===== config.mk =====
export PLATFORM = sky130hd
export DESIGN_NAME = kbd_irq_ctrl
export DESIGN_NICKNAME = d
export VERILOG_FILES = /design/src/rtl/kbd_irq_pkg.sv /design/src/rtl/kbd_pin_sync.sv /design/src/rtl/kbd_combine.sv /design/src/rtl/kbd_req_latch.sv /design/src/rtl/kbd_regs.sv /design/src/rtl/kbd_irq_ctrl.sv
export SDC_FILE = /design/constraint.sdc
export NUM_CORES = 1
export LEC_CHECK = 0
export ABC_AREA = 1
export BUFFER_PORTS_ARGS = -buffer_cell sky130_fd_sc_hd__buf_2
export CAP_MARGIN = 0
export CORE_AREA = 2 2 47 49
export CTS_CLUSTER_DIAMETER = 40
export DETAILED_ROUTE_END_ITERATION = 16
export DIE_AREA = 0 0 49 51
export PLACE_DENSITY = 0.79
export SLEW_MARGIN = 20
export SYNTH_ARGS = -nofsm -noshare
export SYNTH_HDL_FRONTEND = slang
export SYNTH_SLANG_ARGS = --single-unit

===== constraint.sdc =====
create_clock -name clk -period 2.9 [get_ports clk]
set_input_delay 0.29 -clock clk [delete_from_list [all_inputs] [get_ports clk]]
set_output_delay 0.29 -clock clk [all_outputs]
set_load 0.02 [all_outputs]

===== src/rtl/kbd_irq_pkg.sv =====
package kbd_irq_pkg;
  localparam int unsigned NPINS   = 4;
  localparam int unsigned DATA_W  = 8;
  localparam int unsigned SYNC_STAGES = 2;

  // control register bit positions
  localparam int unsigned CTL_MODE = 0;
  localparam int unsigned CTL_MASK = 1;
  localparam int unsigned CTL_ACK  = 2;
  localparam int unsigned CTL_PEND = 3;

  localparam logic ADDR_ENABLE = 1'b0;
  localparam logic ADDR_CTRL   = 1'b1;

  typedef enum logic {
    TRIG_EDGE       = 1'b0,
    TRIG_EDGE_LEVEL = 1'b1
  } trig_mode_e;
endpackage


===== src/rtl/kbd_pin_sync.sv =====
module kbd_pin_sync #(
  parameter int unsigned WIDTH  = 4,
  parameter int unsigned STAGES = 2
) (
  input  logic             clk,
  input  logic             rst_n,
  input  logic [WIDTH-1:0] d_in,
  output logic [WIDTH-1:0] q_out
);
  // Each pin gets its own chain; idle level of a keyboard line is high.
  for (genvar p = 0; p < WIDTH; p++) begin : g_pin
    logic [STAGES-1:0] chain_q;
    logic [STAGES-1:0] chain_d;

    always_comb begin
      chain_d = {chain_q[STAGES-2:0], d_in[p]};
    end

    always_ff @(posedge clk or negedge rst_n) begin
      if (!rst_n) begin
        chain_q <= '1;
      end else begin
        chain_q <= chain_d;
      end
    end

    assign q_out[p] = chain_q[STAGES-1];
  end
endmodule


===== src/rtl/kbd_combine.sv =====
module kbd_combine #(
  parameter int unsigned WIDTH = 4
) (
  input  logic             clk,
  input  logic             rst_n,
  input  logic [WIDTH-1:0] pin_sync,
  input  logic [WIDTH-1:0] irq_en,
  output logic             all_high,
  output logic             fall
);
  logic [WIDTH-1:0] qualified;
  logic             prev_q;
  logic             prev_d;

  // A disabled pin counts as high so it can never pull the group low.
  always_comb begin
    for (int i = 0; i < WIDTH; i++) begin
      qualified[i] = pin_sync[i] | ~irq_en[i];
    end
    all_high = &qualified;
    fall     = prev_q & ~all_high;
    prev_d   = all_high;
  end

  always_ff @(posedge clk or negedge rst_n) begin
    if (!rst_n) begin
      prev_q <= 1'b1;
    end else begin
      prev_q <= prev_d;
    end
  end
endmodule


===== src/rtl/kbd_req_latch.sv =====
module kbd_req_latch
  import kbd_irq_pkg::*;
(
  input  logic       clk,
  input  logic       rst_n,
  input  logic       fall,
  input  logic       all_high,
  input  logic       ack,
  input  trig_mode_e mode,
  output logic       req
);
  logic req_q, req_d;
  logic ack_seen_q, ack_seen_d;
  logic ack_any;

  always_comb begin
    ack_any    = ack | ack_seen_q;
    req_d      = req_q;
    ack_seen_d = ack_seen_q;

    if (fall) begin
      // a fresh qualifying edge always wins over a coincident acknowledge
      req_d      = 1'b1;
      ack_seen_d = 1'b0;
    end else if (req_q) begin
      unique case (mode)
        TRIG_EDGE: begin
          if (ack) begin
            req_d = 1'b0;
          end
          ack_seen_d = 1'b0;
        end
        TRIG_EDGE_LEVEL: begin
          if (ack_any && all_high) begin
            req_d      = 1'b0;
            ack_seen_d = 1'b0;
          end else if (ack) begin
            ack_seen_d = 1'b1;
          end
        end
        default: begin
          req_d = req_q;
        end
      endcase
    end else begin
      ack_seen_d = 1'b0;
    end
  end

  always_ff @(posedge clk or negedge rst_n) begin
    if (!rst_n) begin
      req_q      <= 1'b0;
      ack_seen_q <= 1'b0;
    end else begin
      req_q      <= req_d;
      ack_seen_q <= ack_seen_d;
    end
  end

  assign req = req_q;
endmodule


===== src/rtl/kbd_regs.sv =====
module kbd_regs
  import kbd_irq_pkg::*;
#(
  parameter int unsigned WIDTH = 4,
  parameter int unsigned DW    = 8
) (
  input  logic             clk,
  input  logic             rst_n,
  input  logic             wr,
  input  logic             addr,
  input  logic [DW-1:0]    wdata,
  input  logic             pending,
  output logic [DW-1:0]    rdata,
  output logic [WIDTH-1:0] irq_en,
  output logic [WIDTH-1:0] pu_en,
  output trig_mode_e       mode,
  output logic             mask,
  output logic             sw_ack
);
  logic [WIDTH-1:0] irq_en_q, irq_en_d;
  logic [WIDTH-1:0] pu_en_q, pu_en_d;
  logic             mode_q, mode_d;
  logic             mask_q, mask_d;
  logic             en_we, ctl_we;

  always_comb begin
    en_we    = wr && (addr == ADDR_ENABLE);
    ctl_we   = wr && (addr == ADDR_CTRL);
    irq_en_d = en_we  ? wdata[WIDTH-1:0]       : irq_en_q;
    pu_en_d  = en_we  ? wdata[2*WIDTH-1:WIDTH] : pu_en_q;
    mode_d   = ctl_we ? wdata[CTL_MODE]        : mode_q;
    mask_d   = ctl_we ? wdata[CTL_MASK]        : mask_q;
    sw_ack   = ctl_we && wdata[CTL_ACK];
  end

  always_ff @(posedge clk or negedge rst_n) begin
    if (!rst_n) begin
      irq_en_q <= '0;
      pu_en_q  <= '0;
      mode_q   <= 1'b0;
      mask_q   <= 1'b0;
    end else begin
      irq_en_q <= irq_en_d;
      pu_en_q  <= pu_en_d;
      mode_q   <= mode_d;
      mask_q   <= mask_d;
    end
  end

  // read mux; acknowledge bit is write-only and reads back zero
  always_comb begin
    rdata = '0;
    if (addr == ADDR_ENABLE) begin
      rdata[WIDTH-1:0]       = irq_en_q;
      rdata[2*WIDTH-1:WIDTH] = pu_en_q;
    end else begin
      rdata[CTL_MODE] = mode_q;
      rdata[CTL_MASK] = mask_q;
      rdata[CTL_PEND] = pending;
    end
  end

  assign irq_en = irq_en_q;
  assign pu_en  = pu_en_q;
  assign mode   = trig_mode_e'(mode_q);
  assign mask   = mask_q;
endmodule


===== src/rtl/kbd_irq_ctrl.sv =====
module kbd_irq_ctrl
  import kbd_irq_pkg::*;
(
  input  logic              clk,
  input  logic              rst_n,
  input  logic [NPINS-1:0]  pin_in,
  input  logic [NPINS-1:0]  ddr_in,
  input  logic              reg_wr,
  input  logic              reg_addr,
  input  logic [DATA_W-1:0] reg_wdata,
  output logic [DATA_W-1:0] reg_rdata,
  input  logic              vec_ack,
  output logic              irq_out,
  output logic [NPINS-1:0]  dir_eff,
  output logic [NPINS-1:0]  pullup_en
);
  logic [NPINS-1:0] pin_sync;
  logic [NPINS-1:0] irq_en;
  logic [NPINS-1:0] pu_en;
  trig_mode_e       mode;
  logic             mask;
  logic             sw_ack;
  logic             ack;
  logic             all_high;
  logic             fall;
  logic             req;

  kbd_pin_sync #(.WIDTH(NPINS), .STAGES(SYNC_STAGES)) u_sync (
    .clk   (clk),
    .rst_n (rst_n),
    .d_in  (pin_in),
    .q_out (pin_sync)
  );

  kbd_combine #(.WIDTH(NPINS)) u_comb (
    .clk      (clk),
    .rst_n    (rst_n),
    .pin_sync (pin_sync),
    .irq_en   (irq_en),
    .all_high (all_high),
    .fall     (fall)
  );

  kbd_regs #(.WIDTH(NPINS), .DW(DATA_W)) u_regs (
    .clk     (clk),
    .rst_n   (rst_n),
    .wr      (reg_wr),
    .addr    (reg_addr),
    .wdata   (reg_wdata),
    .pending (req),
    .rdata   (reg_rdata),
    .irq_en  (irq_en),
    .pu_en   (pu_en),
    .mode    (mode),
    .mask    (mask),
    .sw_ack  (sw_ack)
  );

  assign ack = vec_ack | sw_ack;

  kbd_req_latch u_req (
    .clk      (clk),
    .rst_n    (rst_n),
    .fall     (fall),
    .all_high (all_high),
    .ack      (ack),
    .mode     (mode),
    .req      (req)
  );

  // an interrupt-enabled pin is always an input
  for (genvar p = 0; p < NPINS; p++) begin : g_dir
    assign dir_eff[p] = ddr_in[p] & ~irq_en[p];
  end

  assign pullup_en = pu_en;
  assign irq_out   = req & ~mask;
endmodule


==> results.yml <==
drt:
  dr.pass1.iters: 4
  wl_per_cell_um: 10.60
  wirelength_mm: 1.781
  drt_first_iter_violations: 9
  via_per_inst: 4.470
  drc: 0
  vias: 751
  postRouteAntennaNets: 0
synth:
  synth_area_leaders: "dfrtp_1 (32%), dfstp_2 (25%), nand2_1 (8.3%)"
  yosysSeqAreaShare_pct: 56.75
  netlist.area_leader.share_pct: 31.75
  synth_cells: 100
  yosysUniqueCellTypes: 17
  synthesis.nets: 121
  synth_area_leader_cell: "dfrtp_1"
  yosys_warnings: 0
  ys_ff_latch: 21
  avgSynthCellArea_um2: 9.459
  syn_area_um2: 945.9
clock_tree:
  ctsHoldBuffers: 1
  htree_levels: 1
  cts.path.max_buffers: 2
  post-cts-setup-buffer-count: 0
  ctsResizeCount: 0
  numCtsBuffers: 3
  clk_pin_slew_ns: 0.11
  clk_latency_ns: 0.29
  clock_sinks: 21
  cts_tree: "yes"
  clock-root-buffer: "clkbuf_4"
pwr:
  p_int_w: 0.0004438
  p_sw_share_pct: 31.34
  clkPwrFrac_pct: 20.2
  power_switching_w: 0.0002026
  power.density_nw_per_um2: 551.9
  vdd_drop_max_v: 0.0003299
  seqPwrFrac_pct: 54.5
  leakagePower_nw: 0.6551
  finalPower_w: 0.0006464
  combPwrFrac_pct: 25.3
worst_setup_path:
  critPathRequiredTime_ns: 2.61
  critPathKind: "register to primary output"
  cp.arrival_ns: 1.10
  crit_chain: "inv_1 > o21ai_0 > buf_2"
  max_stage_delay_ns: 0.40
  cpMaxStageDelayCell: "dfrtp_1"
  startpoint_type: "register"
  crit_fanout: 4
  worstSetupEndpointType: "primary output"
final_layout:
  drive_gt1_share_pct: 45.00
  layout_common_cells: "buf_2 (37), nand2_1 (21), inv_1 (19)"
  mostFrequentLayoutCell: "buf_2"
  area_growth_pct: 23.81
  diodes: 0
  nets: 162
  fillCellCount: 190
  final_area_um2: 1171
floorplan:
  row_count: 17
  start_util_pct: 45.85
  die_w_um: 49
  core_um2: 2063
  die_h_um: 51
  io_pins: 38
  dieArea_um2: 2499
sta:
  relSlewSlack_pct: 70.59
  whs_ns: 0.08421
  timing.final.crit_share_pct: 47.83
  timing.fmax_ghz: 0.7210
  setup_viol: 0
  post-route-min-period_ns: 1.387
  tns_ns: 0
  tightest_slew_ns: 0.4411
  hold_viol_final: 0
  grt_setup_unrepaired: "no"
  setup_slack_ns: 1.513
  slew_viol_final: 0
  fin_worst_skew_ns: 0.003599
hold_path:
  hp-class: "primary input to register"
placed_design:
  dp_slack_ns: 1.689
  place.gp.congestion: 0.8119
  numPortBuffers: 37
  dp_hpwl_mm: 1.403
  place_area_um2: 1135
job:
  maxCapViolations: 0
global_routing:
  grt_pass1_wl_mm: 2.877
  overflow: 0
  grt_usage_pct: 15.32
  grt_start_max_net_pins: 22
  grt_pass1_vias: 689
  antenna_found_initial: 0
outcome:
  status: "finished, final reports clean"
-- worst max-delay path, delay by kind of cell (launching register included) --
kind	cells	cell delay (ns)
compound gates	1	0.16
flops	1	0.40
buf+inv	2	0.26
-- power by group through the flow --
| stage | Sequential [W] | Clock, W | Combinational (W) |
|---|---|---|---|
| floorplan | 0.000359 | 0 | 0.000103 |
| global placement | 0.000356 | 0 | 0.000161 |
| detailed placement | 0.000357 | 0 | 0.000165 |
| CTS | 0.000352 | 0.000139 | 0.000166 |
| global route | 0.000356 | 0.000150 | 0.000181 |
| finish | 0.000352 | 0.000131 | 0.000164 |
-- path summary, 6_finish.rpt --
check,startpoint,to,slack (ns),depth (start not counted)
setup / recovery,u_regs.mode,reg_rdata[0],1.51,3
hold / removal,pin_in[1],u_sync.g_pin[1].chain_q[0],0.08,1
setup reg to reg,u_sync.g_pin[0].chain_q[1],u_req.req,1.75,7
hold reg to reg,u_sync.g_pin[0].chain_q[0],u_sync.g_pin[0].chain_q[1],0.36,0
max in group asynchronous,rst_n,u_sync.g_pin[2].chain_q[1],2.09,2
min in group asynchronous,rst_n,u_regs.pu_en[2],0.47,2
-- synthesized netlist by cell type, drive strengths merged --
| master | count |
|---|---|
| nand2 | 22 |
| inv | 20 |
| dfrtp | 12 |
| o21ai | 7 |
| nor2 | 17 |
| dfstp | 9 |
| nand3 | 5 |
| mux2 | 1 |
| a21oi | 5 |
| buf | 2 |
-- per-layer routing --
metal / track usage [%] / routed length [um]
met2: 27.63 / 929
met4: 5.714 / 5
met3: 3.509 / 134
met5: 0 / 0
met1: 17.82 / 712
-- stage by stage --
step | util [%] | instances
5_1_grt | 56.76 | 168
3_3_place_gp | 55.00 | 163
6_report | 56.76 | 168
3_5_place_dp | 55.00 | 163
4_1_cts | 56.76 | 168
2_1_floorplan | - | 100
-- area by class of cell --
type / count / area, um^2 / area share, %
clock buffers: 4 / 26.28 / 2.244
inverters: 20 / 82.58 / 7.051
multi-input cells: 57 / 295.3 / 25.21
flip-flops and latches: 21 / 536.8 / 45.83
well taps: 28 / 35.03 / 2.991
repair buffers: 38 / 195.2 / 16.67
-- flip-flops by register name (all words and copies together) (netlist names) --
name / count
u_regs.pu_en: 4
u_comb.prev_q: 1
u_sync.g_pin.chain_q: 8
u_regs.mode: 1
u_req.ack_seen_q: 1
u_req.req: 1
u_regs.irq_en: 4
u_regs.mask: 1
-- cell families (layout without fill, tap and decap cells) --
family,Yosys count,count (layout),synth area share (%)
flip-flops,21,21,56.75
AND/OR/NAND/NOR,44,44,20.50
multiplexers,1,1,1.587
buffers and inverters,22,62,12.04
AO/OA/AOI/OAI,12,12,9.127
Power figures use the tool's default switching activity.
